## src/rtl/tone_pkg.sv

```systemverilog
package tone_pkg;

  typedef enum logic [1:0] {
    TM_GATED = 2'd0,
    TM_CONT  = 2'd1,
    TM_PASS  = 2'd2
  } tone_mode_e;

  // Control-bit priority: tone enable wins over modulation select.
  function automatic tone_mode_e pick_mode(input logic ent, input logic msel);
    if (ent)       return TM_CONT;
    else if (msel) return TM_PASS;
    else           return TM_GATED;
  endfunction

  // Envelope hold length in clocks: one full tone period.
  function automatic int hold_clks(input int sw_div, input int ratio);
    return sw_div * ratio;
  endfunction

  // Output selection for a latched mode.
  function automatic logic drive_out(input tone_mode_e mode, input logic tone,
                                     input logic gate, input logic ext);
    case (mode)
      TM_CONT: return tone;
      TM_PASS: return ext;
      default: return tone & gate;
    endcase
  endfunction

endpackage

```

## src/rtl/tone_divider.sv

```systemverilog
module tone_divider #(
  parameter int SW_DIV     = 4,
  parameter int TONE_RATIO = 20
) (
  input  logic clk,
  input  logic rst_n,
  output logic sw_en,
  output logic half_bnd,
  output logic tone_int
);
  localparam int HALF = TONE_RATIO / 2;
  localparam int SW_W = (SW_DIV > 1) ? $clog2(SW_DIV) : 1;
  localparam int PH_W = (HALF > 1) ? $clog2(HALF) : 1;
  localparam logic [SW_W-1:0] SW_LAST = SW_W'(SW_DIV - 1);
  localparam logic [PH_W-1:0] PH_LAST = PH_W'(HALF - 1);

  logic [SW_W-1:0] sw_cnt;
  logic [PH_W-1:0] ph_cnt;

  assign sw_en    = (sw_cnt == SW_LAST);
  assign half_bnd = sw_en && (ph_cnt == PH_LAST);

  always_ff @(posedge clk or negedge rst_n) begin
    if (!rst_n) begin
      sw_cnt   <= '0;
      ph_cnt   <= '0;
      tone_int <= 1'b0;
    end else begin
      sw_cnt <= sw_en ? '0 : sw_cnt + SW_W'(1);
      if (sw_en) ph_cnt <= half_bnd ? '0 : ph_cnt + PH_W'(1);
      if (half_bnd) tone_int <= ~tone_int;
    end
  end
endmodule

```

## src/rtl/extm_sync.sv

```systemverilog
module extm_sync #(
  parameter int STAGES = 2
) (
  input  logic clk,
  input  logic rst_n,
  input  logic extm,
  output logic ext_sync,
  output logic ext_rise
);
  logic [STAGES:0] pipe;

  always_ff @(posedge clk or negedge rst_n) begin
    if (!rst_n) pipe <= '0;
    else        pipe <= {pipe[STAGES-1:0], extm};
  end

  assign ext_sync = pipe[STAGES-1];
  assign ext_rise = pipe[STAGES-1] & ~pipe[STAGES];
endmodule

```

## src/rtl/tone_gate.sv

```systemverilog
module tone_gate
  import tone_pkg::*;
#(
  parameter int HOLD_CLKS = 80
) (
  input  logic       clk,
  input  logic       rst_n,
  input  logic       ent,
  input  logic       msel,
  input  logic       half_bnd,
  input  logic       tone_int,
  input  logic       ext_sync,
  input  logic       ext_rise,
  output logic       tone_out,
  output logic       hold_active,
  output tone_mode_e mode_q
);
  localparam int HOLD_W = $clog2(HOLD_CLKS + 1);
  localparam logic [HOLD_W-1:0] HOLD_LOAD = HOLD_W'(HOLD_CLKS);

  logic [HOLD_W-1:0] hold_cnt;
  logic              gate_q;
  logic              env;

  assign hold_active = (hold_cnt != '0);
  assign env         = ext_sync | hold_active;

  always_ff @(posedge clk or negedge rst_n) begin
    if (!rst_n) begin
      hold_cnt <= '0;
      gate_q   <= 1'b0;
      mode_q   <= TM_GATED;
    end else begin
      if (ext_rise)         hold_cnt <= HOLD_LOAD;
      else if (hold_active) hold_cnt <= hold_cnt - HOLD_W'(1);
      if (half_bnd) begin
        mode_q <= pick_mode(ent, msel);
        gate_q <= env;
      end
    end
  end

  assign tone_out = drive_out(mode_q, tone_int, gate_q, ext_sync);
endmodule

```

## src/rtl/tone_mod_sel.sv

```systemverilog
module tone_mod_sel
  import tone_pkg::*;
#(
  parameter int SW_DIV     = 4,
  parameter int TONE_RATIO = 20
) (
  input  logic clk,
  input  logic rst_n,
  input  logic ent,
  input  logic msel,
  input  logic extm,
  input  logic txt,
  input  logic tth,
  output logic tone_out,
  output logic sw_en,
  output logic thr_sel
);
  localparam int HOLD = hold_clks(SW_DIV, TONE_RATIO);

  logic       half_bnd;
  logic       tone_int;
  logic       ext_sync;
  logic       ext_rise;
  logic       hold_active;
  tone_mode_e mode_q;

  tone_divider #(.SW_DIV(SW_DIV), .TONE_RATIO(TONE_RATIO)) u_div (
    .clk(clk), .rst_n(rst_n), .sw_en(sw_en), .half_bnd(half_bnd), .tone_int(tone_int)
  );

  extm_sync #(.STAGES(2)) u_sync (
    .clk(clk), .rst_n(rst_n), .extm(extm), .ext_sync(ext_sync), .ext_rise(ext_rise)
  );

  tone_gate #(.HOLD_CLKS(HOLD)) u_gate (
    .clk(clk), .rst_n(rst_n), .ent(ent), .msel(msel), .half_bnd(half_bnd),
    .tone_int(tone_int), .ext_sync(ext_sync), .ext_rise(ext_rise),
    .tone_out(tone_out), .hold_active(hold_active), .mode_q(mode_q)
  );

  assign thr_sel = txt | tth;
endmodule

```

## config.mk

```make
export PLATFORM = sky130hd
export DESIGN_NAME = tone_mod_sel
export DESIGN_NICKNAME = d
export VERILOG_FILES = /design/src/rtl/tone_pkg.sv /design/src/rtl/tone_divider.sv /design/src/rtl/extm_sync.sv /design/src/rtl/tone_gate.sv /design/src/rtl/tone_mod_sel.sv
export SDC_FILE = /design/constraint.sdc
export NUM_CORES = 1
export LEC_CHECK = 0
export ABC_CLOCK_PERIOD_IN_PS = 2900
export BUFFER_PORTS_ARGS = -buffer_cell sky130_fd_sc_hd__buf_2
export CORE_ASPECT_RATIO = 1.2
export CORE_MARGIN = 10
export CORE_UTILIZATION = 30
export DETAILED_ROUTE_END_ITERATION = 8
export GPL_ROUTABILITY_DRIVEN = 0
export GPL_TIMING_DRIVEN = 0
export HOLD_SLACK_MARGIN = 0.02
export PLACE_DENSITY = 0.46
export SYNTH_ARGS = -nofsm -noshare
export SYNTH_HDL_FRONTEND = slang
export SYNTH_HIERARCHICAL = 1
export SYNTH_SLANG_ARGS = --single-unit
```

## constraint.sdc

```tcl
create_clock -name clk -period 2.9 [get_ports clk]
set_input_delay 0.29 -clock clk [delete_from_list [all_inputs] [get_ports clk]]
set_output_delay 0.29 -clock clk [all_outputs]
set_load 0.005 [all_outputs]
```

# Word level (Yosys, flattened, before mapping)
# Index checks and enable logic that the tools add are counted.
# word_totals
regBits	20
output_inout_bits	3
# op_classes
n_addsub	3
n_eq_ne	4
n_mux	7
n_bitwise	6
reduce_logical	3
# ops
cell	n
7-bit two-way mux	2
7-bit nonzero test	1
7-bit by 1-bit subtractor with 7-bit output, second input constant	1
2-bit two-way mux	3
4-bit by 1-bit adder with 4-bit output, second input constant	1
2-bit equality test, second input constant	2
4-bit equality test, second input constant	1
4-bit two-way mux	1
2-bit by 1-bit adder with 2-bit output, second input constant	1
1-bit AND	2
2-bit by 1-bit equality test with 1-bit output, second input constant	1
1-bit NOT	2
1-bit OR	2
1-bit case mux with 2 select lines	1
2-bit nonzero test	1
1-bit logical AND	1

# Longest topological paths before layout
# Gate-level depths: netlist of the first run.
# logic_depth
ltp_word	3
mapped_depth	6
mapped_depth_nobuf	6

# Cells and area by module
# The synthesis of the first run kept the hierarchy.
# modules_own_cells
module	instances	cells_per_inst	area_per_inst_um2
tone_gate	1	56	556.8
tone_divider	1	29	342.8
extm_sync	1	4	88.8
tone_mod_sel	1	1	6.3

# Worst setup path after synthesis of the first run
# OpenSTA, ideal clock, no wires.
# synth_path
path_type	reg-to-output
from	register u_gate.mode_q[0]
to	output port tone_out
t_arrival_ns	1.182
required_ns	2.610
setup_slack_ns	1.428
stages_incl_launch_ff	5
cell_sequence	dfrtp_1 -> inv_1 -> ha_1 -> mux2_2 -> a32o_1
# synth_via
elab_chain_cells	2
# synth_rtl
item	line_no	rtl
from (decl)	tone_gate.sv:16	output tone_mode_e mode_q
from (signal assigned)	tone_gate.sv:37	mode_q <= pick_mode(ent, msel);
2-bit equality test / 2-bit by 1-bit equality test with 1-bit output (equally long branches)	tone_pkg.sv:24	case (mode)
1-bit case mux with 2 select lines *	tone_pkg.sv:24	
to (decl)	tone_mod_sel.sv:14	output logic tone_out,
# Mark *: on every way between the ends. The rest lies on a longest branch, timed or not.

# Worst setup path in the final report of the first run
# Same ends and word-level chain as after synthesis.

==> results by group, run 1 <==
Yosys
  • Post-synth EDFFs: 0
  • Mapped cell area: just under 1000 µm²
  • Register area share after synthesis: between 50 and 60%
  • Main synth FF type: dfrtp_1
  • Yosys cell types: 37
  • Synth Register Bits: 20
  • Net Count, Synth: approximately 100
  • Synthesized area per cell: 11.1 µm²
  • Asr flop ratio synth: between 90% and 100%
  • Cell count after synthesis: 90
  • Synthesis Warnings: 6

Cells and area
  • Reg area: around 500 µm²
  • Area grow syn2layout: 13.7%
  • Leading cell type in the layout, fill and taps excluded: dfrtp_1
  • Number of antenna diodes: 0
  • Filler cells: 330
  • Multi-input logic area: between 400 and 500 µm²
  • Final #Nets: 118
  • Most frequent cells in the layout: dfrtp_1, buf_2, inv_1, nor2_1, ha_1
  • Layout cell share with drive strength beyond 1: between 20% and 30%

Clock network
  • H-tree levels: 1
  • # clock sinks: 20
  • Root buffer selected by CTS: clkbuf_4
  • Post_cts resized: 0
  • Longest Clk Path Bufs: 2
  • CTS clk-pin slew, worst paths: ~0.11 ns
  • Post-CTS Setup Bufs: 0
  • CTS Buf Count: 3
  • CTS tree: yes
  • Clock Latency Late Sink: ~0.29 ns

Critical path
  • Setup crit end kind: output port
  • CP max FO: 2
  • Critical path data required time: ~2.6 ns
  • CP bufs+invs: 2
  • Worst path arrival time: approximately 1.7 ns
  • WS Path Type: flip-flop to output port
  • CP Launch Type: flip-flop
  • CP max-delay cell: dfrtp_1
  • Slowest stage delay, CP: 0.37 ns
  • Crit-path leading delay family: flip-flops
  • CP Cell Sequence: inv_1 -> ha_1 -> mux2_2 -> a32o_1 -> buf_2

Route
  • DR vias/cell: just under 5
  • Final wirelength: 1720 µm
  • Post-detailed-route wirelength per cell: ~12 µm
  • Final antenna-violating net count: 0
  • Vias: slightly below 700
  • Drt pass-1 iters: 4
  • Starting DRT DRC Count: 13
  • DRC: 0

Global routing
  • Initial antenna violation count: 0
  • Grt ovf: 0
  • Vias in the first global route: 683
  • GR Layer Usage met3: between 1.5 and 2%
  • Met2 usage: a little under a tenth
  • Largest net degree at the start of global routing: 21
  • M1 GR Usage: under 10%
  • Global Route Usage Sum: between 5 and 6%
  • Global-route wire length before repair: between 2000 and 3000 µm
  • Top Usage Layer GRT: met2

Placement
  • Place WS: between 1 and 1.5 ns
  • Number of port buffers: 9
  • HPWL after DPL: ~1300 µm

Run
  • MaxCap Viol Count: 0

Die
  • Rows: 22
  • Starting Density: between 30% and 40%
  • Die span in x: 72.6 µm
  • Die height: about 83 µm
  • Core ar.: 3140 µm²
  • Die area: about 6000 µm²
  • Ports: 10

Timing
  • Pins Over Slew Limit: 0
  • Final Hold Viols: 0
  • Final setup margin: roughly 0.94 ns
  • Final Cycle Share: between 60% and 70%
  • Final worst clock skew: ~0.00056 ns
  • Slew @ Worst Pin: about 0.45 ns
  • Final min period: between 1.5 and 2 ns
  • Slew headroom: between 60% and 70%
  • RSZ-0062 raised after global routing: false
  • Fmax: 0.511 GHz
  • Sum of negative setup slack: 0 ns
  • Setup violations, final: 0

Pwr
  • PwrDens: 603 nW/µm²
  • Pleak: 0.000526 µW
  • Peak supply drop: between 300 and 400 µV

Run status
  • Status: finished, final reports clean

Worst hold path
  • Worst min-delay path category: input port to flip-flop
==> cells in the mapped netlist (2+ instances only) <==
master	number	area (µm²)
inv_1	8	30.0
nor3_1	3	15.0
nand2b_1	3	18.8
nand2_1	3	11.3
o22ai_1	2	12.5
dfrtp_1	20	500
nand3b_1	2	15.0
o21ai_0	5	25.0
ha_1	6	75.1
nor2_1	6	22.5
and3_2	2	15.0
o31ai_1	2	15.0
and2_4	2	17.5
a21oi_1	3	15.0
==> where the power goes <==
group / internal, µW / switching, µW
registers: 321 / 46.9
clock network: 76.4 / 83.0
logic: 78.6 / 76.0
==> per-layer routing <==
layer  wire, µm  share of wire (%)
met1        773                 45
met2        841                 49
met3         78                4.5
met4         23                1.3
met5          0                  0
==> what timing repair did <==
action	4_1_cts	5_1_grt
hold buffers	1	0
endpoints found under the hold margin	20	0
setup endpoints to repair	0	0
==> per-stage QoR <==
step	utilization (%)	hold WS, ns	total power, µW	area, µm²	std cells
after detailed placement	34.6	0.267	530	1080	135
final	36.0	0.104	682	1130	140
after global placement	34.6	0.271	522	1080	135
after CTS	36.0	0.0946	696	1130	140
after floorplan	-	-0.00559	485	995	90
after global routing	36.0	0.0891	731	1130	140
==> sequential cells by signal, indices dropped and copies added, names as in the netlist <==
name and count:
u_gate/hold_cnt 7, u_div/sw_cnt 2, u_sync/pipe 3, u_gate/gate_q 1
u_div/tone_int 1, u_gate/mode_q 2, u_div/ph_cnt 4
==> final timing paths <==
path                                    start                 end  slack [ns]  cells after the start
setup reg to reg           u_gate/hold_cnt[0]  u_gate/hold_cnt[5]        1.33                      6
max in group asynchronous               rst_n  u_gate/hold_cnt[2]        2.13                      2
hold reg to reg                u_sync/pipe[0]      u_sync/pipe[1]        0.36                      0
setup / recovery             u_gate/mode_q[0]            tone_out        0.94                      5
min in group asynchronous               rst_n      u_div/tone_int        0.46                      2
hold / removal                           extm      u_sync/pipe[0]        0.10                      1
==> layout make-up <==
type	instances	area share, %
sequential	20	44.2
multi-input combinational	59	39.7
timing repair buffer	10	4.87
tap	36	3.98
clock buffer	4	3.21
inverter	9	3.21
buffer	2	0.774
==> worst register-to-register path: cells and delay by family (launching register included) <==
family | cells | cell delay [ns]
adder cells (fa/ha/maj) | 1 | 0.20
flip-flops | 1 | 0.41
buffers and inverters | 2 | 0.15
AO/OA/AOI/OAI | 1 | 0.20
AND/OR/NAND/NOR | 2 | 0.52
==> cell families after synthesis <==
group           after synthesis  synth area share, %
compound gates               21                 15.2
xor+xnor                      1                 1.64
fa+ha+maj                     6                 7.55
buf+inv                      11                 4.53
flops                        20                 50.3
mux                           1                 1.13
simple gates                 30                 19.6
(Power assumes the default switching activity.)
==> run 2: changes to the inputs <==
ABC_CLOCK_PERIOD_IN_PS = 1600   (was 2900)
PLACE_DENSITY = 0.48   (was 0.46)
clock period = 1.6 ns   (was 2.9 ns; I/O delays follow)
==> run 2 against run 1 <==
Net effect:
- the flow now finishes with violations (setup timing)
- first-iteration DRC count up 15%
- total power up 110%
- worst setup slack worse by 1.1 ns
- clock power rose to 2.6 times the previous value
- clock skew up 0.00075 ns
- sequential cell count unchanged
- via count up 6.2%
- clock-buffer cell count down 1
- non-clock buffer count up 4
- largest cell class unchanged
==> results by group, run 2 (same netlist as run 1, synthesis figures left out) <==
Run status
  • Status: finished, violations left
  • Failing checks: setup timing

Clock network
  • CTS clk-pin slew, worst paths: 0.12 ns (about the same)
  • CTS Buf Count: 3 (unchanged)
  • Clock Latency Late Sink: 0.30 ns (about the same)
  • Root buffer selected by CTS: clkbuf_4
  • Longest Clk Path Bufs: 2 (unchanged)
  • # clock sinks: 20 (unchanged)
  • CTS tree: yes
  • H-tree levels: 1 (unchanged)

Route
  • Final antenna-violating net count: 0 (unchanged)
  • M1 wire length: 887 µm (+15%)
  • DRC: 0 (unchanged)
  • Routed length on met3: 129 µm (+65%)
  • Starting DRT DRC Count: 15 (+2)
  • Top Metal Used: met4
  • DR vias/cell: 4.99 (+3.3%)
  • Final wirelength: 1870 µm (+8.8%)
  • Met2 wire len: 822 µm (-2.3%)
  • Post-detailed-route wirelength per cell: 13.0 µm (+5.8%)
  • Vias: 719 (+6.2%)
  • Drt pass-1 iters: 4 (unchanged)

Pwr
  • Pleak: 0.000559 µW (+6.2%)
  • Clk pwr share: 29.1% (+5.7 points)
  • Pint: 1010 µW (+110%)
  • Comb pwr share: 23.1% (+0.5 points)
  • Sequential Power Share: 47.8% (-6.2 points)
  • Sw Ratio: 28.6% (-1.5 points)
  • PwrDens: 1180 nW/µm² (+95%)
  • Peak supply drop: 563 µV (+62%)
  • Psw: 407 µW (+98%)

Timing
  • Final worst clock skew: 0.00131 ns (+0.000750 ns)
  • Setup violations, final: 1 (+1)
  • Fmax: between 0.5 and 0.6 GHz
  • Pins Over Slew Limit: 0 (unchanged)
  • Final min period: about 1.8 ns
  • Sum of negative setup slack: -0.182 ns (-0.182 ns)
  • Slew @ Worst Pin: 0.453 ns (+0.00195 ns)
  • Hold slack: 0.0787 ns (-0.0254 ns)
  • Final Cycle Share: 111%
  • RSZ-0062 raised after global routing: true
  • Final Hold Viols: 0 (unchanged)
  • Slew headroom: 69.8% (-0.13 points)
  • Final setup margin: -0.182 ns (-1.13 ns)

Global routing
  • Vias in the first global route: 741 (+8.5%)
  • Global Route Usage Sum: 7.02% (+1.2 points)
  • Global-route wire length before repair: 3460 µm (+19%)
  • Initial antenna violation count: 0 (unchanged)
  • Largest net degree at the start of global routing: 21 (unchanged)
  • Grt ovf: 0 (unchanged)

Worst hold path
  • Worst Hold Path Cells: 3 (+2)
  • Hold_sp: ent
  • Hold Path End: u_gate/mode_q[0]
  • Worst min-delay path category: input port to flip-flop

Critical path
  • Reg-to-reg slack, setup: 0.10 ns (-1.23 ns)
  • WS Path Type: flip-flop to output port
  • CP max-delay cell: dfrtp_1
  • Worst path arrival time: 1.62 ns (-0.05 ns)
  • R2r worst-path depth: 6 (unchanged)
  • Critical path data required time: 1.44 ns (-1.17 ns)
  • Slowest stage delay, CP: 0.39 ns (+0.02 ns)
  • Setup crit end kind: output port
  • Worst r2r dst: u_gate/hold_cnt[2]
  • R2R Path Start: u_gate/hold_cnt[0]
  • CP Cell Sequence: inv_2 -> ha_4 -> mux2_4 -> a32o_1 -> buf_2
  • CP max FO: 2 (unchanged)
  • CP Launch Type: flip-flop

Cells and area
  • Area grow syn2layout: 21.4%
  • Leading cell type in the layout, fill and taps excluded: dfrtp_1
  • Finished Cell Area: 1210 µm² (+6.7%)
  • Final #Nets: 122 (+3.4%)
  • Layout cell share with drive strength beyond 1: 31.5% (+4.6 points)
  • Flip-flop count of the largest register after layout: 7 (unchanged)
  • Fin util: 38.5% (+2.4 points)
  • Top flop regs: u_gate/hold_cnt x7, u_div/ph_cnt x4, u_sync/pipe x3
  • Filler cells: 330 (unchanged)
  • Most frequent cells in the layout: dfrtp_1, buf_2, inv_1, nor2_1
  • Number of antenna diodes: 0 (unchanged)
  • Finished Layout Cells: 144 (+2.9%)
  • Largest Register: u_gate/hold_cnt

Die
  • Starting Density: 31.7% (unchanged)
  • Die span in x: 72.6 µm (unchanged)
  • Rows: 22 (unchanged)
  • Core ar.: 3140 µm² (unchanged)
  • Die height: 83.1 µm (unchanged)
  • Ports: 10 (unchanged)
  • Die area: 6030 µm² (unchanged)

Placement
  • Number of port buffers: 9 (unchanged)
  • DP Area: 1080 µm² (unchanged)
  • Placed insts: 135 (unchanged)
  • HPWL after DPL: 1350 µm (+3.1%)

Run
  • MaxCap Viol Count: 0 (unchanged)
## run 2: power groups by stage
stage	Sequential (µW)	Combinational (µW)	Clock (µW)
floorplan	658	221	0
global route	697	376	455
detailed placement	675	286	0
finish	680	328	413
global placement	677	269	0
CTS	668	298	429
## run 2: metal layers
metal | GRT usage [%] | up-vias
li1 | - | 349
met1 | 8.81 | 351
met2 | 10.1 | 15
met3 | 2.62 | 4
met4 | 3.62 | 0
met5 | 0 | -
## run 2: area by class of cell
type	count	area [µm²]	share of cell area (%)
Buffer	2	8.76	0.725
Clock buffer	3	22.5	1.87
Clock inverter	1	30.0	2.49
Inverter	9	36.3	3.01
Multi-Input combinational cell	59	477	39.5
Sequential cell	20	500	41.5
Tap cell	36	45.0	3.73
Timing Repair Buffer	14	87.6	7.25
## run 2: metrics by stage
stage                     total power, µW  setup WS [ns]
after floorplan                       879          0.226
after global placement                946         0.0927
after detailed placement              961         0.0811
after CTS                            1400         -0.204
after global routing                 1530         -0.294
final                                1420         -0.182
## run 2: worst max-delay path: cells and delay by family (launching register included)
kind | cells | cell delay (ns)
buf+inv | 2 | 0.18
mux | 1 | 0.29
fa+ha+maj | 1 | 0.27
compound gates | 1 | 0.20
flops | 1 | 0.39
## run 2: worst max path at each step
| stage | startpoint | end | slack (ns) |
|---|---|---|---|
| final | u_gate/mode_q[0] | tone_out | -0.18 |
| after global routing | u_gate/mode_q[0] | tone_out | -0.29 |
| after detailed placement | u_gate/hold_cnt[0] | u_gate/hold_cnt[2] | 0.08 |
| after floorplan | u_gate/hold_cnt[0] | u_gate/hold_cnt[6] | 0.23 |
| after CTS | u_gate/mode_q[0] | tone_out | -0.20 |
| after global placement | u_gate/hold_cnt[0] | u_gate/hold_cnt[2] | 0.09 |
## run 2: repair_timing
item                                   CTS  global route
setup endpoints to repair                1             5
buffers inserted                         1             2
pin swaps                                1             1
endpoints found under the hold margin   21             0
hold buffers                             2             0
resized for setup                        3             2
